<file path="src/rtl/cu_pkg.sv">
package cu_pkg;
    typedef enum logic [1:0] {
        BS_IDLE = 2'd0,
        BS_WAIT = 2'd1,
        BS_ON   = 2'd2,
        BS_DONE = 2'd3
    } blk_state_t;
endpackage

</file>
<file path="src/rtl/cu_wclk_gen.sv">
module cu_wclk_gen #(
    parameter int PW = 16
) (
    input  logic clk,
    input  logic rst_n,
    input  logic frame_stb,
    output logic wclk_int
);
    localparam logic [PW-1:0] PH_MAX = {PW{1'b1}};

    logic [PW-1:0] phase;
    logic [PW-1:0] period;
    logic [PW-1:0] half;

    assign half = period >> 1;

    always_ff @(posedge clk) begin
        if (!rst_n) begin
            phase    <= '0;
            period   <= '0;
            wclk_int <= 1'b0;
        end else if (frame_stb) begin
            period   <= phase;
            phase    <= PW'(1);
            wclk_int <= 1'b1;
        end else begin
            if (phase != PH_MAX) phase <= phase + PW'(1);
            if (phase == half) wclk_int <= 1'b0;
        end
    end

    assert_wclk_high_after_strobe_R3: assert property (@(posedge clk) disable iff (!rst_n)
        (frame_stb && $past(rst_n)) |=> wclk_int);
endmodule

</file>
<file path="src/rtl/cu_blk_fsm.sv">
module cu_blk_fsm
    import cu_pkg::*;
#(
    parameter int DLY = 2,
    parameter int LEN = 16
) (
    input  logic clk,
    input  logic rst_n,
    input  logic frame_stb,
    input  logic z_flag,
    output logic blk_ind,
    output logic locked
);
    localparam int FMAX = (DLY > LEN) ? DLY : LEN;
    localparam int FW   = $clog2(FMAX + 1);
    localparam logic [FW-1:0] DLY_LAST = FW'(DLY - 1);
    localparam logic [FW-1:0] LEN_LAST = FW'(LEN - 1);

    blk_state_t st, st_n;
    logic [FW-1:0] fcnt, fcnt_n;

    always_ff @(posedge clk) begin
        if (!rst_n) begin
            st   <= BS_IDLE;
            fcnt <= '0;
        end else begin
            st   <= st_n;
            fcnt <= fcnt_n;
        end
    end

    always_comb begin
        st_n   = st;
        fcnt_n = fcnt;
        if (frame_stb) begin
            if (z_flag) begin
                st_n   = BS_WAIT;
                fcnt_n = '0;
            end else begin
                unique case (st)
                    BS_IDLE: st_n = BS_IDLE;
                    BS_WAIT: begin
                        if (fcnt == DLY_LAST) begin
                            st_n   = BS_ON;
                            fcnt_n = '0;
                        end else begin
                            fcnt_n = fcnt + FW'(1);
                        end
                    end
                    BS_ON: begin
                        if (fcnt == LEN_LAST) begin
                            st_n   = BS_DONE;
                            fcnt_n = '0;
                        end else begin
                            fcnt_n = fcnt + FW'(1);
                        end
                    end
                    BS_DONE: st_n = BS_DONE;
                endcase
            end
        end
    end

    always_comb begin
        blk_ind = (st == BS_ON);
        locked  = (st != BS_IDLE);
    end

    assert_blk_rise_on_strobe_R6: assert property (@(posedge clk) disable iff (!rst_n)
        ($rose(blk_ind) && $past(rst_n)) |-> $past(frame_stb));
    assert_blk_steady_between_strobes_R7: assert property (@(posedge clk) disable iff (!rst_n)
        (!frame_stb && $past(rst_n)) |=> $stable(blk_ind));
    assert_z_restarts_R8: assert property (@(posedge clk) disable iff (!rst_n)
        (frame_stb && z_flag) |=> !blk_ind);
endmodule

</file>
<file path="src/rtl/cu_bit_out.sv">
module cu_bit_out (
    input  logic clk,
    input  logic rst_n,
    input  logic frame_stb,
    input  logic c_in,
    input  logic u_in,
    input  logic wclk,
    input  logic locked,
    output logic c_out,
    output logic u_out
);
    logic wclk_d;
    logic hold_c;
    logic hold_u;
    logic wrise;

    assign wrise = wclk && !wclk_d;

    always_ff @(posedge clk) begin
        if (!rst_n) begin
            wclk_d <= 1'b0;
            hold_c <= 1'b0;
            hold_u <= 1'b0;
            c_out  <= 1'b0;
            u_out  <= 1'b0;
        end else begin
            wclk_d <= wclk;
            if (frame_stb) begin
                hold_c <= c_in;
                hold_u <= u_in;
            end
            if (wrise && locked) begin
                c_out <= hold_c;
                u_out <= hold_u;
            end
        end
    end

    assert_cu_only_on_edge_R5: assert property (@(posedge clk) disable iff (!rst_n)
        ($past(rst_n) && (c_out != $past(c_out) || u_out != $past(u_out))) |-> $past(wrise));
    assert_cu_zero_unlocked_R2: assert property (@(posedge clk) disable iff (!rst_n)
        !locked |-> (!c_out && !u_out));
endmodule

</file>
<file path="src/rtl/cu_block_timer.sv">
module cu_block_timer #(
    parameter int PW  = 16,
    parameter int DLY = 2,
    parameter int LEN = 16
) (
    input  logic clk,
    input  logic rst_n,
    input  logic frame_stb,
    input  logic z_flag,
    input  logic c_in,
    input  logic u_in,
    input  logic lrck_master,
    input  logic lrck_in,
    output logic wclk_out,
    output logic c_out,
    output logic u_out,
    output logic blk_ind
);
    logic wclk_int;
    logic locked;

    cu_wclk_gen #(.PW(PW)) u_wclk (
        .clk      (clk),
        .rst_n    (rst_n),
        .frame_stb(frame_stb),
        .wclk_int (wclk_int)
    );

    cu_blk_fsm #(.DLY(DLY), .LEN(LEN)) u_fsm (
        .clk      (clk),
        .rst_n    (rst_n),
        .frame_stb(frame_stb),
        .z_flag   (z_flag),
        .blk_ind  (blk_ind),
        .locked   (locked)
    );

    assign wclk_out = lrck_master ? lrck_in : wclk_int;

    cu_bit_out u_bits (
        .clk      (clk),
        .rst_n    (rst_n),
        .frame_stb(frame_stb),
        .c_in     (c_in),
        .u_in     (u_in),
        .wclk     (wclk_out),
        .locked   (locked),
        .c_out    (c_out),
        .u_out    (u_out)
    );

    assert_master_follows_lrck_R4: assert property (@(posedge clk) disable iff (!rst_n)
        lrck_master |-> (wclk_out == lrck_in));
endmodule

</file>
<file path="config.mk">
export PLATFORM = sky130hd
export DESIGN_NAME = cu_block_timer
export DESIGN_NICKNAME = d
export VERILOG_FILES = /design/src/rtl/cu_pkg.sv /design/src/rtl/cu_wclk_gen.sv /design/src/rtl/cu_blk_fsm.sv /design/src/rtl/cu_bit_out.sv /design/src/rtl/cu_block_timer.sv
export SDC_FILE = /design/constraint.sdc
export NUM_CORES = 1
export LEC_CHECK = 0
export ABC_AREA = 1
export CAP_MARGIN = 20
export CORE_MARGIN = 8
export CORE_UTILIZATION = 54
export CTS_BUF_LIST = sky130_fd_sc_hd__clkbuf_4 sky130_fd_sc_hd__clkbuf_8
export DETAILED_ROUTE_END_ITERATION = 12
export PLACE_DENSITY = 0.73
export SYNTH_ARGS = -nofsm -noshare
export SYNTH_HDL_FRONTEND = slang
export SYNTH_HIERARCHICAL = 1
export SYNTH_SLANG_ARGS = --single-unit
</file>
<file path="constraint.sdc">
create_clock -name clk -period 1.8 [get_ports clk]
set_input_delay 0.18 -clock clk [delete_from_list [all_inputs] [get_ports clk]]
set_output_delay 0.18 -clock clk [all_outputs]
set_load 0.02 [all_outputs]
</file>
==> impl_metrics.py <==
metrics = {
    "run_status": {
        "outcome": "finished clean",
    },
    "floorplanning": {
        "floorplan.die_area_um2": 6710,
        "floorplan.rows": 24,
        "chipHeight_um": 81.9,
        "initial_core_util_pct": 55.0,
        "die_x_um": 81.9,
        "io_pins": 12,
        "core_area_um2": 4260,
    },
    "routing": {
        "routed-via-count": 2199,
        "drt-initial-drc-count": 127,
        "wirelength_mm": 5.10,
        "detail_route.drc_violations": 0,
        "wl_met2_mm": 2.37,
        "met1Wirelength_mm": 2.42,
        "dr.max_layer_used": "met4",
        "routedWlPerCell_um": 11.7,
        "detailedRoute.firstPassIterationCount": 4,
        "drt-vias-per-instance": 5.06,
        "met3WireLength_um": 248,
        "number_of_antenna_violating_nets_in_the_routed_design": 0,
    },
    "critical_path": {
        "timing.rr.end": "u_wclk/phase[15]$_SDFFE_PP0P_",
        "critPathRequiredTime_ns": 1.62,
        "rrSetupSlack_ns": 0.24,
        "category_of_the_worst_setup_path_capture_point": "output port",
        "critical_path_class": "in2out",
        "worstReg2RegStart": "u_wclk/phase[1]$_SDFFE_PP0P_",
        "timing.critical_path.arrival_ns": 1.44,
        "path_max_fanout": 3,
        "reg2regPathDepth": 9,
        "worst_setup_path_start_kind": "input pin",
    },
    "cells_and_area": {
        "final-instance-count-excl-fill": 435,
        "layout_common_cells": "nand2_1, inv_1, dfxtp_1, nor2_1, o21ai_0",
        "final_core_utilization_pct": 62.6,
        "most_common_library_cell_in_the_layout_ignoring_fill_and_taps": "nand2_1",
        "syn2layout_area_growth_pct": 13.8,
        "fin_area_um2": 2670,
        "filler_cell_count": 392,
        "final_nets": 395,
        "inserted_diodes": 0,
        "post_route_cells_drive_above_1_share_pct": 9.14,
    },
    "worst_hold_path": {
        "hold_path.class": "in2reg",
        "min_delay_path_depth": 3,
        "worstHoldEndpoint": "u_bits/hold_c$_SDFFE_PN0P_",
        "hold_start": "c_in",
    },
    "synthesis": {
        "yosys.cell_types.count": 28,
        "synth_area_leader_cell": "dfxtp_1",
        "syn-mean-instance-area_um2": 6.45,
        "yosys_register_bits": 44,
        "mappedNetlistArea_um2": 2350,
        "synthCells": 364,
        "synth.yosys.seq_area_share_pct": 37.5,
        "synth_top_area_share_pct": 37.5,
        "syn-num-nets": 377,
        "ys_warn_count": 6,
        "yosys-top-cells-area": "dfxtp_1, nand2_1, inv_1",
    },
    "global_routing": {
        "grt_max_degree": 33,
        "via_count_of_the_first_global_routing_pass": 2038,
        "grtUsageTotal_pct": 17.0,
        "first_pass_grt_wire_length_mm": 8.96,
        "globalRoute.totalOverflow": 0,
        "antenna_found_initial": 0,
    },
    "sta": {
        "period_share_pct": 90.1,
        "worst_clock_skew_ns": 0.0103,
        "setup-violations-final": 0,
        "timing.final.ws_setup_ns": 0.178,
        "worst_hold_slack_ns": 0.450,
        "worst-slew-pin-transition_ns": 0.395,
        "fin_setup_tns_ns": 0,
        "maxClockFrequency_mhz": 616,
        "period_needed_ns": 1.62,
        "grt_setup_unrepaired": "false",
        "worst_slew_margin_rel_pct": 73.5,
        "timing.final.max_slew_violations": 0,
        "finalHoldViolations": 0,
    },
    "cts": {
        "cts_max_path_buffers": 2,
        "post-cts-setup-buffers": 0,
        "cts-buffers-inserted": 5,
        "htree_levels": 2,
        "clkTransAtPathRegs_ns": 0.09,
        "cts_tree": "done",
        "cts-root-buf": "clkbuf_8",
        "insertion_delay_ns": 0.30,
        "cts_sinks": 44,
    },
    "flow_run": {
        "maxCapViolations": 0,
    },
    "place": {
        "dp_hpwl_mm": 3.74,
        "io_buffers": 11,
        "numPlacedInstances": 427,
        "pre_cts_ws_ns": 0.163,
        "globalplace.congestion": 0.894,
        "post_placement_cell_area_um2": 2550,
    },
    "pwr": {
        "vdd_ir_drop_max_v": 0.000531,
        "fin_total_pwr_mw": 2.08,
        "static-leakage-power_nw": 1.19,
        "total_power_per_unit_cell_area_nw_per_um2": 780,
    },
}
[worst max-delay path by stage]
stage / start / endpoint / slack [ns]
finish: lrck_master / wclk_out / 0.18
CTS: u_fsm/st[1]$_SDFFE_PN0P_ / blk_ind / 0.07
global placement: lrck_master / wclk_out / 0.20
detailed placement: lrck_master / wclk_out / 0.16
global route: u_wclk/phase[1]$_SDFFE_PP0P_ / u_wclk/phase[15]$_SDFFE_PP0P_ / 0.02
floorplan: u_wclk/phase[0]$_SDFFE_PN0P_ / u_wclk/phase[15]$_SDFFE_PP0P_ / 0.32
[state kept, by name, summed over array words and instances (netlist names)]
name,flops
u_bits/c_out,1
u_fsm/st,2
u_bits/wclk_d,1
u_wclk/period,15
u_wclk/phase,16
u_bits/hold_c,1
u_bits/hold_u,1
u_wclk/wclk_int,1
u_bits/u_out,1
u_fsm/fcnt,5
[routing by layer]
| metal | vias to the layer above | GRT usage [%] |
|---|---|---|
| li1 | 1178 | - |
| met1 | 980 | 20.6 |
| met2 | 35 | 28.7 |
| met3 | 6 | 4.27 |
| met4 | 0 | 5.44 |
| met5 | - | 0 |
[synth_stat cells (all sizes together)]
cell / number
nor3b: 1
inv: 59
xnor2: 1
nand2: 108
ha: 5
buf: 1
xor2: 1
nor3: 8
nand3: 19
nand4: 4
clkbuf: 4
a21oi: 25
nor2: 47
dfxtp: 44
a31oi: 5
or2: 1
o21ai: 30
nand3b: 1
[critical path: stages]
cell and delay, ns:
clkdlybuf4s50_1 0.47, nand2_1 0.06, nand2_1 0.11, clkdlybuf4s50_1 0.62
[area by class of cell]
type | instances | area, um2 | area share [%]
clock buffer | 6 | 82.6 | 3.09
tap | 52 | 65.1 | 2.44
multi-input combinational | 256 | 1220 | 45.6
sequential | 44 | 881 | 33.0
timing repair buffer | 16 | 163 | 6.09
inverter | 59 | 221 | 8.29
clock inverter | 2 | 38.8 | 1.45
[where the power goes]
| part | switching, mW | leakage (nW) | internal, mW |
|---|---|---|---|
| sequential | 0.0260 | 0.360 | 1.01 |
| clock | 0.343 | 0.0614 | 0.454 |
| combinational | 0.148 | 0.764 | 0.101 |
| total | 0.517 | 1.19 | 1.57 |
[repair_timing]
action,4_1_cts,5_1_grt
endpoints found under the setup margin,0,1
hold buffers,0,0
resized for setup,0,1
endpoints found under the hold margin,0,0
[logic make-up after synthesis]
logic type      share of synthesized area [%]
buf+inv                                  10.6
simple gates                             35.1
flops                                    37.5
xor+xnor                                0.746
compound gates                           13.4
fa+ha+maj                                2.67
No activity file was read; power rests on OpenSTA's default activity.
